## src/rtl/rng_pkg.sv

```systemverilog
package rng_pkg;

    localparam int LFSR_W    = 16;
    localparam int RAND_W    = 8;
    localparam int MAX_SEEDS = 32;

    localparam logic [LFSR_W-1:0] ZERO_SUB = 16'hACE1;

    typedef logic [LFSR_W-1:0] lfsr_t;

    typedef struct packed {
        logic [RAND_W-1:0] hi;
        logic [RAND_W-1:0] lo;
    } rand_split_t;

    // one step of x^16 + x^5 + x^3 + x^2 + 1, shifting toward the MSB
    function automatic lfsr_t lfsr_step(input lfsr_t s);
        logic fb;
        fb = s[15] ^ s[4] ^ s[2] ^ s[1];
        return {s[14:0], fb};
    endfunction

    // the all-zero state would lock the register
    function automatic lfsr_t seed_fix(input lfsr_t s);
        return (s == '0) ? ZERO_SUB : s;
    endfunction

    // default seed table: spaced points along one register sequence
    function automatic logic [LFSR_W*MAX_SEEDS-1:0] build_bank();
        logic [LFSR_W*MAX_SEEDS-1:0] b;
        lfsr_t v;
        b = '0;
        v = 16'h5EED;
        for (int i = 0; i < MAX_SEEDS; i++) begin
            for (int j = 0; j < 7; j++) begin
                v = lfsr_step(v);
            end
            b[LFSR_W*i +: LFSR_W] = v;
        end
        return b;
    endfunction

    localparam logic [LFSR_W*MAX_SEEDS-1:0] DEFAULT_BANK = build_bank();

endpackage

```

## src/rtl/rng_seed_rotator.sv

```systemverilog
module rng_seed_rotator #(
    parameter int HALF       = 4,
    parameter int IDX_W      = 2,
    parameter int STEP_LIMIT = 65520,
    parameter int CNT_W      = 16
) (
    input  logic             clk,
    input  logic             rst,
    input  logic             en,
    input  logic             reseed_req,
    output logic [IDX_W-1:0] idx_a,
    output logic [IDX_W-1:0] idx_b,
    output logic [IDX_W-1:0] offset,
    output logic [IDX_W-1:0] nxt_a,
    output logic [IDX_W-1:0] nxt_b,
    output logic [CNT_W-1:0] step_cnt,
    output logic             reload
);

    localparam logic [CNT_W-1:0] CNT_LAST = CNT_W'(STEP_LIMIT - 1);
    localparam logic [IDX_W-1:0] IDX_LAST = IDX_W'(HALF - 1);
    localparam logic [IDX_W:0]   HALF_X   = (IDX_W+1)'(HALF);

    logic [IDX_W-1:0] a_q, off_q, a_d, off_d, a_inc, off_inc;
    logic [CNT_W-1:0] cnt_q;

    function automatic logic [IDX_W-1:0] add_mod(input logic [IDX_W-1:0] x,
                                                 input logic [IDX_W-1:0] y);
        logic [IDX_W:0] s;
        s = {1'b0, x} + {1'b0, y};
        if (s >= HALF_X) s = s - HALF_X;
        return s[IDX_W-1:0];
    endfunction

    always_comb begin
        reload  = reseed_req | (en & (cnt_q == CNT_LAST));
        a_inc   = (a_q == IDX_LAST)   ? '0 : a_q + 1'b1;
        off_inc = (off_q == IDX_LAST) ? '0 : off_q + 1'b1;
        if (rst) begin
            a_d   = '0;
            off_d = '0;
        end else if (reload) begin
            a_d   = a_inc;
            off_d = (a_q == IDX_LAST) ? off_inc : off_q;
        end else begin
            a_d   = a_q;
            off_d = off_q;
        end
    end

    always_ff @(posedge clk) begin
        a_q   <= a_d;
        off_q <= off_d;
        if (rst || reload) begin
            cnt_q <= '0;
        end else if (en) begin
            cnt_q <= cnt_q + 1'b1;
        end
    end

    assign idx_a    = a_q;
    assign offset   = off_q;
    assign idx_b    = add_mod(a_q, off_q);
    assign nxt_a    = a_d;
    assign nxt_b    = add_mod(a_d, off_d);
    assign step_cnt = cnt_q;

endmodule

```

## src/rtl/rng_seed_select.sv

```systemverilog
module rng_seed_select #(
    parameter int HALF  = 4,
    parameter int IDX_W = 2,
    parameter logic [rng_pkg::LFSR_W*2*HALF-1:0] SEED_BANK = '1
) (
    input  logic [IDX_W-1:0]   sel_a,
    input  logic [IDX_W-1:0]   sel_b,
    output rng_pkg::lfsr_t     seed
);

    localparam int W = rng_pkg::LFSR_W;

    rng_pkg::lfsr_t grp_a [HALF];
    rng_pkg::lfsr_t grp_b [HALF];

    for (genvar g = 0; g < HALF; g++) begin : g_unpack
        assign grp_a[g] = SEED_BANK[W*g +: W];
        assign grp_b[g] = SEED_BANK[W*(HALF+g) +: W];
    end

    assign seed = rng_pkg::seed_fix(grp_a[sel_a] ^ grp_b[sel_b]);

endmodule

```

## src/rtl/rng_lfsr_core.sv

```systemverilog
module rng_lfsr_core (
    input  logic           clk,
    input  logic           rst,
    input  logic           load,
    input  logic           step,
    input  rng_pkg::lfsr_t seed,
    output rng_pkg::lfsr_t state
);

    rng_pkg::lfsr_t q;

    always_ff @(posedge clk) begin
        if (rst || load) begin
            q <= seed;
        end else if (step) begin
            q <= rng_pkg::lfsr_step(q);
        end
    end

    assign state = q;

endmodule

```

## src/rtl/rng_field_split.sv

```systemverilog
module rng_field_split #(
    parameter int ADDR_W = 3
) (
    input  rng_pkg::lfsr_t                 state,
    output logic [rng_pkg::RAND_W-1:0]     rand_lo,
    output logic [rng_pkg::RAND_W-1:0]     rand_hi,
    output logic [ADDR_W-1:0]              em_addr_a,
    output logic [ADDR_W-1:0]              em_addr_b
);

    rng_pkg::rand_split_t parts;

    assign parts     = state;
    assign rand_lo   = parts.lo;
    assign rand_hi   = parts.hi;
    assign em_addr_a = parts.hi[ADDR_W-1:0];
    assign em_addr_b = parts.hi[2*ADDR_W-1:ADDR_W];

endmodule

```

## src/rtl/rng_reseed_top.sv

```systemverilog
module rng_reseed_top #(
    parameter int NUM_SEEDS  = 8,
    parameter int STEP_LIMIT = 65520,
    parameter int ADDR_W     = 3,
    parameter logic [rng_pkg::LFSR_W*NUM_SEEDS-1:0] SEED_BANK =
        rng_pkg::DEFAULT_BANK[rng_pkg::LFSR_W*NUM_SEEDS-1:0],
    localparam int HALF  = NUM_SEEDS / 2,
    localparam int IDX_W = (HALF > 1) ? $clog2(HALF) : 1,
    localparam int CNT_W = $clog2(STEP_LIMIT + 1)
) (
    input  logic                        clk,
    input  logic                        rst,
    input  logic                        en,
    input  logic                        reseed_req,
    output logic [rng_pkg::RAND_W-1:0]  rand_lo,
    output logic [rng_pkg::RAND_W-1:0]  rand_hi,
    output logic [ADDR_W-1:0]           em_addr_a,
    output logic [ADDR_W-1:0]           em_addr_b,
    output logic [IDX_W-1:0]            idx_a,
    output logic [IDX_W-1:0]            idx_b,
    output logic [IDX_W-1:0]            pair_offset
);

    logic [IDX_W-1:0] nxt_a, nxt_b;
    logic [CNT_W-1:0] step_cnt;
    logic             reload;
    rng_pkg::lfsr_t   seed;
    rng_pkg::lfsr_t   lfsr_q;

    rng_seed_rotator #(
        .HALF(HALF), .IDX_W(IDX_W), .STEP_LIMIT(STEP_LIMIT), .CNT_W(CNT_W)
    ) u_rot (
        .clk(clk), .rst(rst), .en(en), .reseed_req(reseed_req),
        .idx_a(idx_a), .idx_b(idx_b), .offset(pair_offset),
        .nxt_a(nxt_a), .nxt_b(nxt_b), .step_cnt(step_cnt), .reload(reload)
    );

    rng_seed_select #(
        .HALF(HALF), .IDX_W(IDX_W), .SEED_BANK(SEED_BANK)
    ) u_sel (
        .sel_a(nxt_a), .sel_b(nxt_b), .seed(seed)
    );

    rng_lfsr_core u_core (
        .clk(clk), .rst(rst), .load(reload), .step(en),
        .seed(seed), .state(lfsr_q)
    );

    rng_field_split #(.ADDR_W(ADDR_W)) u_split (
        .state(lfsr_q), .rand_lo(rand_lo), .rand_hi(rand_hi),
        .em_addr_a(em_addr_a), .em_addr_b(em_addr_b)
    );

endmodule

```

## config.mk

```make
export PLATFORM = sky130hd
export DESIGN_NAME = rng_reseed_top
export DESIGN_NICKNAME = d
export VERILOG_FILES = /design/src/rtl/rng_pkg.sv /design/src/rtl/rng_seed_rotator.sv /design/src/rtl/rng_seed_select.sv /design/src/rtl/rng_lfsr_core.sv /design/src/rtl/rng_field_split.sv /design/src/rtl/rng_reseed_top.sv
export SDC_FILE = /design/constraint.sdc
export NUM_CORES = 1
export LEC_CHECK = 0
export BUFFER_PORTS_ARGS = -buffer_cell sky130_fd_sc_hd__buf_2
export CAP_MARGIN = 15
export CORE_MARGIN = 2
export CORE_UTILIZATION = 47
export CTS_CLUSTER_SIZE = 40
export DETAILED_ROUTE_END_ITERATION = 10
export GPL_TIMING_DRIVEN = 0
export PLACE_DENSITY = 0.68
export REMOVE_ABC_BUFFERS = 1
export SETUP_SLACK_MARGIN = 0.05
export SLEW_MARGIN = 5
export SYNTH_ARGS = -nofsm -noshare
export SYNTH_HDL_FRONTEND = slang
export SYNTH_SLANG_ARGS = --single-unit
```

## constraint.sdc

```tcl
create_clock -name clk -period 5.07 [get_ports clk]
set_input_delay 0 -clock clk [delete_from_list [all_inputs] [get_ports clk]]
set_output_delay 0 -clock clk [all_outputs]
set_load 0.01 [all_outputs]
```

==> flow_summary.json <==
{
  "status": "complete, no violations",
  "ctsResizeCount": 0,
  "drt_via_density": 5.318,
  "hp-class": "input pin to flop",
  "die_width_um": 70.34,
  "final.setup_skew_ps": 3.356,
  "postSynthAreaPerCell_um2": 10.29,
  "antenna_found_initial": 0,
  "number_of_enable_flip_flop_cells_after_synthesis": 16,
  "die_height_um": 70.34,
  "ys_types": 38,
  "r2r.worst_path.cells": 14,
  "final_util_pct": 53.58,
  "cts_tree": "built",
  "worst-setup-path-type": "flop to flop",
  "io-pin-count": 32,
  "finalWirelength_um": 3811,
  "ys_seq_area_share_pct": 42.59,
  "dr.first_iter.drc_count": 94,
  "globalRouteTotalUtil_pct": 16.86,
  "worst_hold_slack_ps": 12.11,
  "final_report_setup_violation_count": 0,
  "postCtsSetupRepairBufs": 0,
  "initial_utilization_pct": 48.16,
  "slew_viol_final": 0,
  "clk_root_buffer_cell": "sky130_fd_sc_hd__clkbuf_8",
  "critPathLaunchType": "flop",
  "arrival_time_at_the_worst_endpoint_ps": 3930,
  "max_slew.worst_pin.slew_ps": 618.3,
  "grt_pass1_vias": 1398,
  "synth.yosys.warnings": 0,
  "worst_setup_path_end_kind": "flop",
  "peakVddDrop_mv": 0.1607,
  "timing.slew.headroom_pct": 58.46,
  "route.antenna.remaining_nets": 0,
  "worst-endpoint-required_ps": 5110,
  "synth_cells": 201,
  "port-buffer-count": 31,
  "via_count": 1489,
  "worstHoldPathCells": 2,
  "finish.instance_area_um2": 2301,
  "insertedDiodeCount": 0,
  "synth.ff_latch_count": 36,
  "dpl_cell_area_um2": 2221,
  "synth-async-reset-ratio_pct": 0,
  "rsz_0062_raised_after_global_routing": "false",
  "drv_cap": 0,
  "period_minus_slack_ps": 3893,
  "clkSinkCount": 36,
  "gp_congestion": 0.8001,
  "cts_hold_buffers": 0,
  "cts.reportedPaths.clkPinSlew_ps": 70,
  "dominantRegCellSynth": "sky130_fd_sc_hd__dfxtp_1",
  "cts_max_path_buffers": 2,
  "dp.cells": 272,
  "pin_count_of_the_biggest_net_entering_global_routing": 22,
  "layout.cells.non_filler": 280,
  "1st_pass_router_iterations": 4,
  "worstSkewPairLatency_ps": 280,
  "drive_gt1_share_pct": 23.68,
  "timing_hold_violations_final": 0,
  "area_growth_pct": 11.25,
  "grt_first_pass_wirelength_um": 6534,
  "static-leakage-power_uw": 0.0009138,
  "dp_hpwl_um": 2718,
  "number_of_nets_in_the_layout": 246,
  "powerDensity_nw_per_um2": 291.4,
  "cts-htree-levels": 2,
  "syn_area_um2": 2068,
  "fillers": 398,
  "rows": 24,
  "post-route-period-util_pct": 76.79,
  "grt_overflow": 0,
  "crit_path_max_fanout": 7,
  "max_freq_mhz": 256.9,
  "fp.coreArea_um2": 4294,
  "floorplan.die_area_um2": 4947,
  "fin_setup_tns_ps": 0,
  "post_route_drc": 0,
  "cts_made_buffers": 5,
  "post_drt_wl_per_cell_um": 13.61
}
==> stage by stage <==
step / total power [uW] / worst slack, ps
after floorplan: 434.5 / 1642
final: 670.6 / 1177
after detailed placement: 485.4 / 1200
after global routing: 706.8 / 794.4
after global placement: 480.2 / 1227
after CTS: 678.5 / 1170
==> metal layers <==
layer  part of all wire (%)  wire length, um  GRT usage [%]  up-vias
met5                      0                0              0        -
li1                       -                -              -      745
met2                     45             1722          25.16       27
met3                    3.6              138          4.040        4
met1                     50             1900          22.93      713
met4                    1.3               50          7.906        0
==> cell usage after synthesis (all sizes together) (5+ instances only) <==
library cell,count,share of area (%)
nand2,8,1.5
xnor2,13,5.5
nand3,5,1.2
inv,5,0.91
nor2,28,5.1
a21oi,15,3.8
edfxtp,16,23
xor2,16,6.8
nand4,6,1.8
ha,15,9.1
and3,5,1.6
dfxtp,20,19
buf,13,5.0
mux2,5,2.7
o21ai,5,1.4
==> path summary, 6_finish.rpt <==
kind	from	slack [ps]	to
worst max-delay path	u_rot.step_cnt[0]$_SDFFE_PN0P_	1180	u_core.state[12]$_DFFE_PP_
worst min-delay path	rst	10	u_rot.step_cnt[2]$_SDFFE_PN0P_
worst max register to register	u_rot.step_cnt[0]$_SDFFE_PN0P_	1180	u_core.state[12]$_DFFE_PP_
worst min register to register	u_rot.step_cnt[4]$_SDFFE_PN0P_	520	u_rot.step_cnt[4]$_SDFFE_PN0P_
==> cell usage in the layout (no fill, tap or decap), types with 3 or more instances in the layout <==
cell type | synthesis | layout
sky130_fd_sc_hd__ha_1 | 15 | 15
sky130_fd_sc_hd__nand2_1 | 8 | 8
sky130_fd_sc_hd__buf_2 | 1 | 31
sky130_fd_sc_hd__xnor2_1 | 13 | 13
sky130_fd_sc_hd__a21oi_1 | 14 | 14
sky130_fd_sc_hd__nand3_1 | 5 | 5
sky130_fd_sc_hd__dfxtp_1 | 20 | 20
sky130_fd_sc_hd__inv_1 | 5 | 5
sky130_fd_sc_hd__and4_4 | 3 | 3
sky130_fd_sc_hd__o21ai_0 | 4 | 4
sky130_fd_sc_hd__nand4_1 | 6 | 6
sky130_fd_sc_hd__edfxtp_1 | 16 | 16
sky130_fd_sc_hd__xor2_1 | 16 | 16
sky130_fd_sc_hd__mux2_2 | 5 | 5
sky130_fd_sc_hd__nor2_1 | 28 | 28
sky130_fd_sc_hd__clkbuf_8 | 0 | 5
sky130_fd_sc_hd__and3_1 | 4 | 4
sky130_fd_sc_hd__nor3_1 | 3 | 3
==> cells by family (layout without fill, tap and decap cells) <==
family                   Yosys count  count (layout)  share of synthesized area, %
AND/OR/NAND/NOR                   68              68                         17.06
flip-flops                        36              36                         42.59
XOR/XNOR                          29              29                         12.28
AO/OA/AOI/OAI                     28              28                         9.438
buffers and inverters             18              45                         5.868
adder cells (fa/ha/maj)           15              15                         9.074
multiplexers                       7               7                         3.690
==> report_power, final <==
group | switching, uW | internal (uW)
clock network | 96.4 | 95.6
registers | 16.3 | 333
logic | 70.8 | 58.9
total | 184 | 487
==> layout make-up <==
| class | count | area, um^2 | area share (%) |
|---|---|---|---|
| multi-input combinational | 147 | 1074 | 46.66 |
| sequential | 36 | 880.8 | 38.28 |
| timing repair buffer | 32 | 182.7 | 7.939 |
| clock buffer | 7 | 76.32 | 3.317 |
| tap | 52 | 65.06 | 2.828 |
| inverter | 5 | 18.77 | 0.8157 |
| clock inverter | 1 | 3.754 | 0.1631 |
==> state kept, by name (all words and copies together) (netlist names) <==
signal / flops
u_core.state: 16
u_rot.idx_a: 2
u_rot.offset: 2
u_rot.step_cnt: 16
==> critical path, cell delays in order, from the launching register on <==
cell                       delay [ps]
sky130_fd_sc_hd__dfxtp_1          340
sky130_fd_sc_hd__ha_1             230
sky130_fd_sc_hd__and4_4           220
sky130_fd_sc_hd__and3_1           200
sky130_fd_sc_hd__a21oi_2          310
sky130_fd_sc_hd__mux2i_1          140
sky130_fd_sc_hd__nor2_1           320
sky130_fd_sc_hd__ha_1             320
sky130_fd_sc_hd__xnor2_1          110
sky130_fd_sc_hd__a311oi_1         390
sky130_fd_sc_hd__a221oi_4          70
sky130_fd_sc_hd__xnor2_1          290
sky130_fd_sc_hd__ha_1             290
sky130_fd_sc_hd__xnor2_1          130
sky130_fd_sc_hd__mux2_2           270
(Power assumes the default switching activity.)
